[src/rtl/sfc_lock_pkg.sv]
// Package: shared constants and the engine-to-unit mapping for the lock arbiter.
// Assumes engines are numbered flat: decode engines first, then enhancement.
package sfc_lock_pkg;

    // Cycles from force rising to acknowledge rising.
    localparam int unsigned ACK_DELAY = 2;

    // Unit served by a flat engine index.
    function automatic int unsigned unit_of(int unsigned eng, int unsigned n_dec);
        if (eng < n_dec)
            return eng >> 1;
        else
            return eng - n_dec;
    endfunction

endpackage

[src/rtl/sfc_ack_timer.sv]
// Module: per-engine acknowledge timer. Counts edges while force is held and
// enabled, then raises ack. Ack drops combinationally when force drops.
// Assumes force_in is synchronous to clk.
module sfc_ack_timer #(
    parameter int unsigned DELAY = 2,
    localparam int unsigned CW = $clog2(DELAY + 1)
) (
    input  logic clk,
    input  logic rst_n,
    input  logic force_in,
    input  logic enable,
    output logic ack
);

    logic          armed;
    logic [CW-1:0] cnt;

    // Force counts only for an engine allowed to use its unit.
    assign armed = force_in & enable;

    // Saturating count of edges seen with force held.
    always_ff @(posedge clk) begin
        if (!rst_n)
            cnt <= '0;
        else if (!armed)
            cnt <= '0;
        else if (cnt != CW'(DELAY))
            cnt <= cnt + 1'b1;
    end

    // Ack once the delay has run out, cleared as soon as force goes.
    assign ack = armed & (cnt == CW'(DELAY));

    // ack never rises without force held on the previous cycle.
    p_ack_after_force_r8: assert property (@(posedge clk) disable iff (!rst_n)
        $rose(ack) |-> $past(armed));

    // the edge right after force rises does not yet acknowledge.
    p_ack_not_early_r8: assert property (@(posedge clk) disable iff (!rst_n)
        $rose(armed) |=> !ack);

endmodule

[src/rtl/sfc_unit_owner.sv]
// Module: ownership state of one shared unit. Grants the lowest-index eligible
// requester when free, releases when the owner drops its request, and freezes
// both states while frz is high. Assumes req_v already holds only engines
// eligible for this unit.
module sfc_unit_owner #(
    parameter int unsigned NT = 6,
    localparam int unsigned OW = (NT > 1) ? $clog2(NT) : 1
) (
    input  logic          clk,
    input  logic          rst_n,
    input  logic [NT-1:0] req_v,
    input  logic          frz,
    output logic          locked,
    output logic [OW-1:0] owner
);

    logic [OW-1:0] pick;
    logic          owner_req;

    // Fixed priority: the lowest flat index among the requesters wins.
    always_comb begin
        pick = '0;
        for (int e = NT - 1; e >= 0; e--) begin
            if (req_v[e])
                pick = OW'(e);
        end
    end

    // Whether the current owner still requests.
    always_comb begin
        owner_req = 1'b0;
        for (int e = 0; e < NT; e++) begin
            if (owner == OW'(e) && req_v[e])
                owner_req = 1'b1;
        end
    end

    // Ownership update: hold everything while frozen.
    always_ff @(posedge clk) begin
        if (!rst_n) begin
            locked <= 1'b0;
            owner  <= '0;
        end else if (!frz) begin
            if (locked) begin
                if (!owner_req)
                    locked <= 1'b0;
            end else if (|req_v) begin
                locked <= 1'b1;
                owner  <= pick;
            end
        end
    end

    // a freeze keeps the lock state unchanged over the next edge.
    p_freeze_hold_r6: assert property (@(posedge clk) disable iff (!rst_n)
        frz |=> $stable(locked));

    // a held unit keeps its owner through a freeze.
    p_freeze_owner_r6: assert property (@(posedge clk) disable iff (!rst_n)
        (frz && locked) |=> $stable(owner));

    // a free, unfrozen unit with a requester is held after the edge.
    p_grant_r4: assert property (@(posedge clk) disable iff (!rst_n)
        (!frz && !locked && (|req_v)) |=> locked);

    // an unfrozen owner that stops requesting is released.
    p_release_r5: assert property (@(posedge clk) disable iff (!rst_n)
        (!frz && locked && !owner_req) |=> !locked);

endmodule

[src/rtl/sfc_lock_arbiter.sv]
// Module: top of the shared unit lock arbiter. Flattens the decode and
// enhancement engines into one index space, works out which engines may reach
// each unit, builds one owner per unit and one acknowledge timer per engine,
// and reports usage. Assumes N_DEC <= 2*N_UNIT and N_ENH <= N_UNIT.
module sfc_lock_arbiter
    import sfc_lock_pkg::*;
#(
    parameter int unsigned N_DEC  = 4,
    parameter int unsigned N_ENH  = 2,
    parameter int unsigned N_UNIT = 2
) (
    input  logic             clk,
    input  logic             rst_n,
    input  logic [N_DEC-1:0] dec_access,
    input  logic [N_DEC-1:0] dec_req,
    input  logic [N_DEC-1:0] dec_force,
    input  logic [N_ENH-1:0] enh_req,
    input  logic [N_ENH-1:0] enh_force,
    output logic [N_DEC-1:0] dec_ack,
    output logic [N_DEC-1:0] dec_usage,
    output logic [N_ENH-1:0] enh_ack,
    output logic [N_ENH-1:0] enh_usage
);

    localparam int unsigned NT = N_DEC + N_ENH;
    localparam int unsigned OW = (NT > 1) ? $clog2(NT) : 1;

    logic [NT-1:0]              req_all;
    logic [NT-1:0]              frc_all;
    logic [NT-1:0]              acc_all;
    logic [NT-1:0]              ack_all;
    logic [NT-1:0]              use_all;
    logic [N_UNIT-1:0][NT-1:0]  elig;
    logic [N_UNIT-1:0]          frz;
    logic [N_UNIT-1:0]          unit_locked;
    logic [N_UNIT-1:0][OW-1:0]  unit_owner;

    // Flat engine vectors: decode in the low bits, enhancement above.
    assign req_all = {enh_req, dec_req};
    assign frc_all = {enh_force, dec_force};
    assign acc_all = {{N_ENH{1'b1}}, dec_access};

    // Which engines may reach each unit (R2 mapping, R3 access gating).
    always_comb begin
        for (int u = 0; u < N_UNIT; u++) begin
            for (int e = 0; e < NT; e++) begin
                elig[u][e] = acc_all[e] && (unit_of(e, N_DEC) == u);
            end
        end
    end

    genvar gu, ge;
    generate
        for (gu = 0; gu < N_UNIT; gu++) begin : g_unit
            // A unit freezes when any eligible engine on it forces.
            assign frz[gu] = |(frc_all & elig[gu]);

            sfc_unit_owner #(.NT(NT)) owner_i (
                .clk    (clk),
                .rst_n  (rst_n),
                .req_v  (req_all & elig[gu]),
                .frz    (frz[gu]),
                .locked (unit_locked[gu]),
                .owner  (unit_owner[gu])
            );

            // only one engine reports usage of this unit.
            p_one_user_r10: assert property (@(posedge clk) disable iff (!rst_n)
                $onehot0(use_all & elig[gu]));
        end

        for (ge = 0; ge < NT; ge++) begin : g_eng
            sfc_ack_timer #(.DELAY(ACK_DELAY)) timer_i (
                .clk      (clk),
                .rst_n    (rst_n),
                .force_in (frc_all[ge]),
                .enable   (acc_all[ge]),
                .ack      (ack_all[ge])
            );
        end
    endgenerate

    // Usage: the engine is eligible and owns a held unit.
    always_comb begin
        for (int e = 0; e < NT; e++) begin
            use_all[e] = 1'b0;
            for (int u = 0; u < N_UNIT; u++) begin
                if (elig[u][e] && unit_locked[u] && unit_owner[u] == OW'(e))
                    use_all[e] = 1'b1;
            end
        end
    end

    // Split the flat vectors back out per engine class.
    assign dec_usage = use_all[N_DEC-1:0];
    assign enh_usage = use_all[NT-1:N_DEC];
    assign dec_ack   = ack_all[N_DEC-1:0];
    assign enh_ack   = ack_all[NT-1:N_DEC];

    // an engine without access never shows usage.
    p_no_access_idle_r3: assert property (@(posedge clk) disable iff (!rst_n)
        (dec_usage & ~dec_access) == '0);

endmodule

[config.mk]
export PLATFORM = sky130hd
export DESIGN_NAME = sfc_lock_arbiter
export DESIGN_NICKNAME = d
export VERILOG_FILES = /design/src/rtl/sfc_lock_pkg.sv /design/src/rtl/sfc_ack_timer.sv /design/src/rtl/sfc_unit_owner.sv /design/src/rtl/sfc_lock_arbiter.sv
export SDC_FILE = /design/constraint.sdc
export NUM_CORES = 1
export LEC_CHECK = 0
export BUFFER_PORTS_ARGS = -buffer_cell sky130_fd_sc_hd__buf_4
export CAP_MARGIN = 0
export CORE_ASPECT_RATIO = 0.75
export CORE_MARGIN = 4
export CORE_UTILIZATION = 52
export CTS_CLUSTER_DIAMETER = 150
export DETAILED_ROUTE_END_ITERATION = 10
export PLACE_DENSITY = 0.84
export SLEW_MARGIN = 20
export SYNTH_ARGS = -nofsm -noshare
export SYNTH_HDL_FRONTEND = slang
export SYNTH_SLANG_ARGS = --single-unit
[constraint.sdc]
create_clock -name clk -period 1.8 [get_ports clk]
set_input_delay 0.36 -clock clk [delete_from_list [all_inputs] [get_ports clk]]
set_output_delay 0.36 -clock clk [all_outputs]
set_load 0.05 [all_outputs]
== Yosys cells after proc, flatten, opt, wreduce, memory -nomap -nowiden ==
Cells that the tools add are included.
Storage, ports and cells
  input bits: 18
  logic and storage cells: 128
  output and inout port bits: 12
  register bits: 20
Cells by class
  bitwise gates (word level): 18
  muxes and demuxes: 36
  add/subtract/negate cells: 6
  eq/ne operators: 22
  reductions and logical operators: 36
Operators by type and width (number)
  $mux 3: 12
  $mux 1: 24
  $reduce_or 6->1: 4
  $logic_and 1x1->1: 22
  $add 2x1->2 const B: 6
  $and 6x5->6: 2
  $and 6x6->6: 2
  $eq 2x2->1 const B: 6
  $eq 3x2->1 const B: 4
  $eq 3x3->1 const B: 4
  $ne 2x2->1 const B: 6
  $reduce_and 2->1: 6
  $and 1x1->1: 10
  $eq 3x1->1 const B: 2
  $logic_not 3->1: 2
  $reduce_and 3->1: 2
  $not 1->1: 4

== Longest topological paths before layout ==
  word-level depth: 10
  gate-level depth with buffers: 5
  gate-level depth less buffers: 5

== Hierarchy ==
A second synthesis with hierarchy kept.
Unflattened totals
  cells, all modules: 140
  area total of the unflattened synthesis: 1231.2 µm²
Modules (own cells, without submodules)
  sfc_ack_timer: area an instance 100.1 µm², sequential area each 40.0 µm², cells each 11, instances 6
  sfc_unit_owner (g_unit[0].owner_i): area an instance 244.0 µm², sequential area each 80.1 µm², cells each 29, instances 1
  sfc_unit_owner (g_unit[1].owner_i): area an instance 244.0 µm², sequential area each 80.1 µm², cells each 27, instances 1
  sfc_lock_arbiter: area an instance 142.6 µm², sequential area each 0.0 µm², cells each 18, instances 1

== Worst setup path before layout ==
OpenSTA, ideal clock, no wires.
  kind: flip-flop to output port
  start point: register g_unit[0].owner_i.locked
  end point: output port dec_usage[0]
  slack: -505 ps
  buffers on the path: 0
  required time: 1440 ps
  cell stages (with the launch flop): 2
  arrival: 1945 ps
  path through: dfxtp_1 > nor4bb_1
Between the ends
  longest elaborated chain between the ends: 3
Ends and longest elaborated chain
  start, declared: RTL line sfc_unit_owner.sv:13  | output logic locked,
  start signal, assigned: RTL line sfc_unit_owner.sv:41  | locked <= 1'b0;
  start signal, assigned: RTL line sfc_unit_owner.sv:46  | locked <= 1'b0;
  start signal, assigned: RTL line sfc_unit_owner.sv:48  | locked <= 1'b1;
  $logic_and 1x1->1 (2 in a row): RTL line sfc_lock_arbiter.sv:88  | if (elig[u][e] && unit_locked[u] && unit_owner[u] == OW'(e))
  $mux 1: RTL line sfc_lock_arbiter.sv:88
  end, declared: RTL line sfc_lock_arbiter.sv:20  | output logic [N_DEC-1:0] dec_usage,
Every way passes these cells.

== Final worst setup path ==
  start point: register g_eng[3].timer_i.cnt[0]
  end point: output port dec_ack[3]
Between the ends
  longest elaborated chain between the ends: 2
Ends and longest elaborated chain
  start, declared: RTL line sfc_ack_timer.sv:16  | logic [CW-1:0] cnt;
  start signal, assigned: RTL line sfc_ack_timer.sv:28  | cnt <= cnt + 1'b1;
  $eq 2x2->1: RTL line sfc_ack_timer.sv:32  | assign ack = armed & (cnt == CW'(DELAY));
  $and 1x1->1: RTL line sfc_ack_timer.sv:32
  end, declared: RTL line sfc_lock_arbiter.sv:19  | output logic [N_DEC-1:0] dec_ack,
Every way passes these cells.

==> key figures <==
Status
  • Outcome: finished, final reports clean

Detailed routing
  • Final wirelength: 2364 um
  • Antenna Violating Nets Remaining: 0
  • Via density: 5.522
  • Vias: 994
  • Initial drt markers: 58
  • DRT Pass-1 Iters: 4
  • Wirelength per Cell: 13.13 um
  • # DRC: 0

Floorplanning
  • Num ports: 30
  • Core ar.: 0.001838 mm^2
  • Rows: 13
  • Die Span Y: 47.28 um
  • Starting Density: 0.5820
  • Die area: 0.002855 mm^2
  • Die width: 60.38 um

Clock tree
  • Worst-path clk slew: 0.10 ns
  • Setup Fix Bufs, Post-CTS: 0
  • Clk_lat worst skew: 0.30 ns
  • Htree depth: 1
  • CTS Root Cell: clkbuf_4
  • Inserted Clock Buffers: 3
  • TritonCTS clock tree: yes
  • Cts hold-fix bufs: 0
  • Clock tree buffer depth: 2
  • Clock sink count: 19
  • CTS resizes: 0

Logic synthesis
  • Cell accounting for the most synthesized area: dfxtp_1
  • Synthesized area: 0.001070 mm^2
  • Yosys reg bits: 19
  • Yosys cell types: 33
  • Mapped Nets: 157
  • Synth top area share: 0.3556
  • Ranking of synthesized cells by area: dfxtp_1 36%, nor2_1 7.4%, ha_1 7.0%
  • Gate Count Post-Synth: 133
  • Register area share after synthesis: 0.3556
  • Mean Syn Cell Area: 8.043 um^2
  • YS warnings: 0

Critical path
  • CP startpoint: g_eng[3].timer_i.cnt[0]
  • Worst r2r src: g_unit[1].owner_i.owner[2]
  • Crit path capture type: primary output
  • CP Cell Sequence: inv_1 > ha_1 > and3_1 > buf_4
  • Crit path buf inv count: 2
  • WS Path Type: reg -> out
  • Worst EP arrival: 1.31 ns
  • Crit-path max cell delay: 0.37 ns
  • Req. time, crit path: 1.44 ns
  • CP max FO: 4
  • Startpoint types: register
  • CP max stage cell: dfxtp_1
  • Family with the most delay on the worst path: flip-flops

Final layout
  • NumNets Final: 183
  • Commonest cells after routing, fill and taps aside: 29 x buf_4, 21 x nor2_1, 19 x dfxtp_1, 13 x nand2_1, 10 x a21oi_1
  • Fill cells: 155
  • Share of layout cells above drive strength 1: 0.2405
  • # diodes: 0
  • Area Overhead vs Synth: 21.29%
  • Most common cell after layout, fill and taps aside: buf_4
  • Final cell count without fillers: 180
  • Finished Cell Area: 0.001297 mm^2

Pwr
  • Worst VDD drop: 0.5811 mV
  • Static leakage: 0.6135 nW
  • Power density cells: 640.4 mW/mm^2

Timing
  • Hold slack: 0.3163 ns
  • RSZ-0062 raised after global routing: no
  • Fmax: 598.4 MHz
  • Minimum clock period: 1.671 ns
  • Fin crit share: 0.9283
  • Setup violators final: 0
  • Max-slew headroom at the worst pin: 0.8313
  • Slew @ Worst Pin: 0.2515 ns
  • Slew Viols, Final: 0
  • Total Neg Setup Slack: 0 ns
  • Skew final: 0.006777 ns
  • Hold Violations, Final: 0

Min path
  • Hold Crit Class: in -> reg
  • Worst hold start: enh_req[0]

Flow run
  • Max Cap Viol: 0

Global route
  • Initial antenna violation count: 0
  • GRT overflow: 0
  • Largest net degree at the start of global routing: 17
  • Vias in the first global route: 962
  • Tot GR Track Use: 0.1860
  • First-pass GRT wire length: 3891 um

Placement
  • Inst Count DP: 176
  • IO buf count: 29
  • Placer Congestion: 0.8598
  • Cell Area, Placed: 0.001271 mm^2
  • HPWL Detailed: 1895 um
==> stage by stage <==
step / setup slack (ns) / util / power (mW)
4_1_cts: 0.1197 / 0.7059 / 0.8366
3_3_place_gp: 0.4317 / 0.6916 / 0.6164
5_1_grt: 0.03882 / 0.7059 / 0.8782
6_report: 0.1290 / 0.7059 / 0.8310
3_5_place_dp: 0.4089 / 0.6916 / 0.6258
2_1_floorplan: 0.02491 / - / 0.5625
==> tightest hold or removal path, stage by stage <==
cell and delay [ns]:
buf_4 0.09, a21oi_1 0.06, nor2_1 0.07
==> layer usage <==
| metal | wire length, um | GRT usage |
|---|---|---|
| met4 | 41 | 0.1062 |
| met5 | 0 | 0 |
| met1 | 1012 | 0.2066 |
| met3 | 172 | 0.06044 |
| met2 | 1138 | 0.3190 |
==> cell families after synthesis <==
| logic type | count (synthesis) | share of synthesized area |
|---|---|---|
| compound gates | 27 | 0.1696 |
| xor+xnor | 6 | 0.04912 |
| fa+ha+maj | 6 | 0.07017 |
| buf+inv | 15 | 0.08070 |
| flops | 19 | 0.3556 |
| simple gates | 60 | 0.2749 |
==> cells in the mapped netlist <==
master and number:
a31oi_1 2, clkbuf_1 1, nor2_1 21, o21a_1 2, a221o_1 2, and2_1 3, o211a_1 1, buf_6 1
and3_1 5, inv_1 7, buf_4 6, o211ai_1 1, nor3_1 3, o21ai_1 3, a211oi_1 1, dfxtp_1 19
nand4_1 1, nor2_4 1, nor4bb_1 1, ha_1 6, o31a_1 1, nand3b_1 1, and4b_1 1, o21ai_0 1
o2bb2ai_1 1, a21oi_1 10, nand3_1 7, o22ai_1 1, and2_4 1, nand2b_1 2, xor2_1 6, a221oi_2 1
nand2_1 13
==> cell type report <==
| cell class | count | area, um^2 | area share |
|---|---|---|---|
| clock buffers | 4 | 26.28 | 0.02025 |
| inverters | 7 | 26.28 | 0.02025 |
| multi-input cells | 99 | 619.3 | 0.4773 |
| flip-flops and latches | 19 | 380.4 | 0.2932 |
| well taps | 22 | 27.53 | 0.02122 |
| repair buffers | 29 | 217.7 | 0.1678 |
==> state kept, by name, indices dropped and copies added (netlist names) <==
signal / flops
g_unit.owner_i.owner: 5
g_unit.owner_i.locked: 2
g_eng.timer_i.cnt: 12
==> report_power, final <==
part | leakage (nW) | switching, mW | internal [mW]
Combinational | 0.443 | 0.0842 | 0.0716
Clock | 0.0150 | 0.127 | 0.0864
Sequential | 0.155 | 0.0217 | 0.440
==> final timing paths <==
| path | end | slack, ns | cells past startpoint |
|---|---|---|---|
| max | dec_ack[3] | 0.13 | 4 |
| min | g_unit[0].owner_i.owner[2] | 0.32 | 3 |
| max reg2reg | g_unit[1].owner_i.locked | 0.56 | 4 |
| min reg2reg | g_unit[1].owner_i.owner[1] | 0.50 | 2 |
Power figures use the tool's default switching activity.
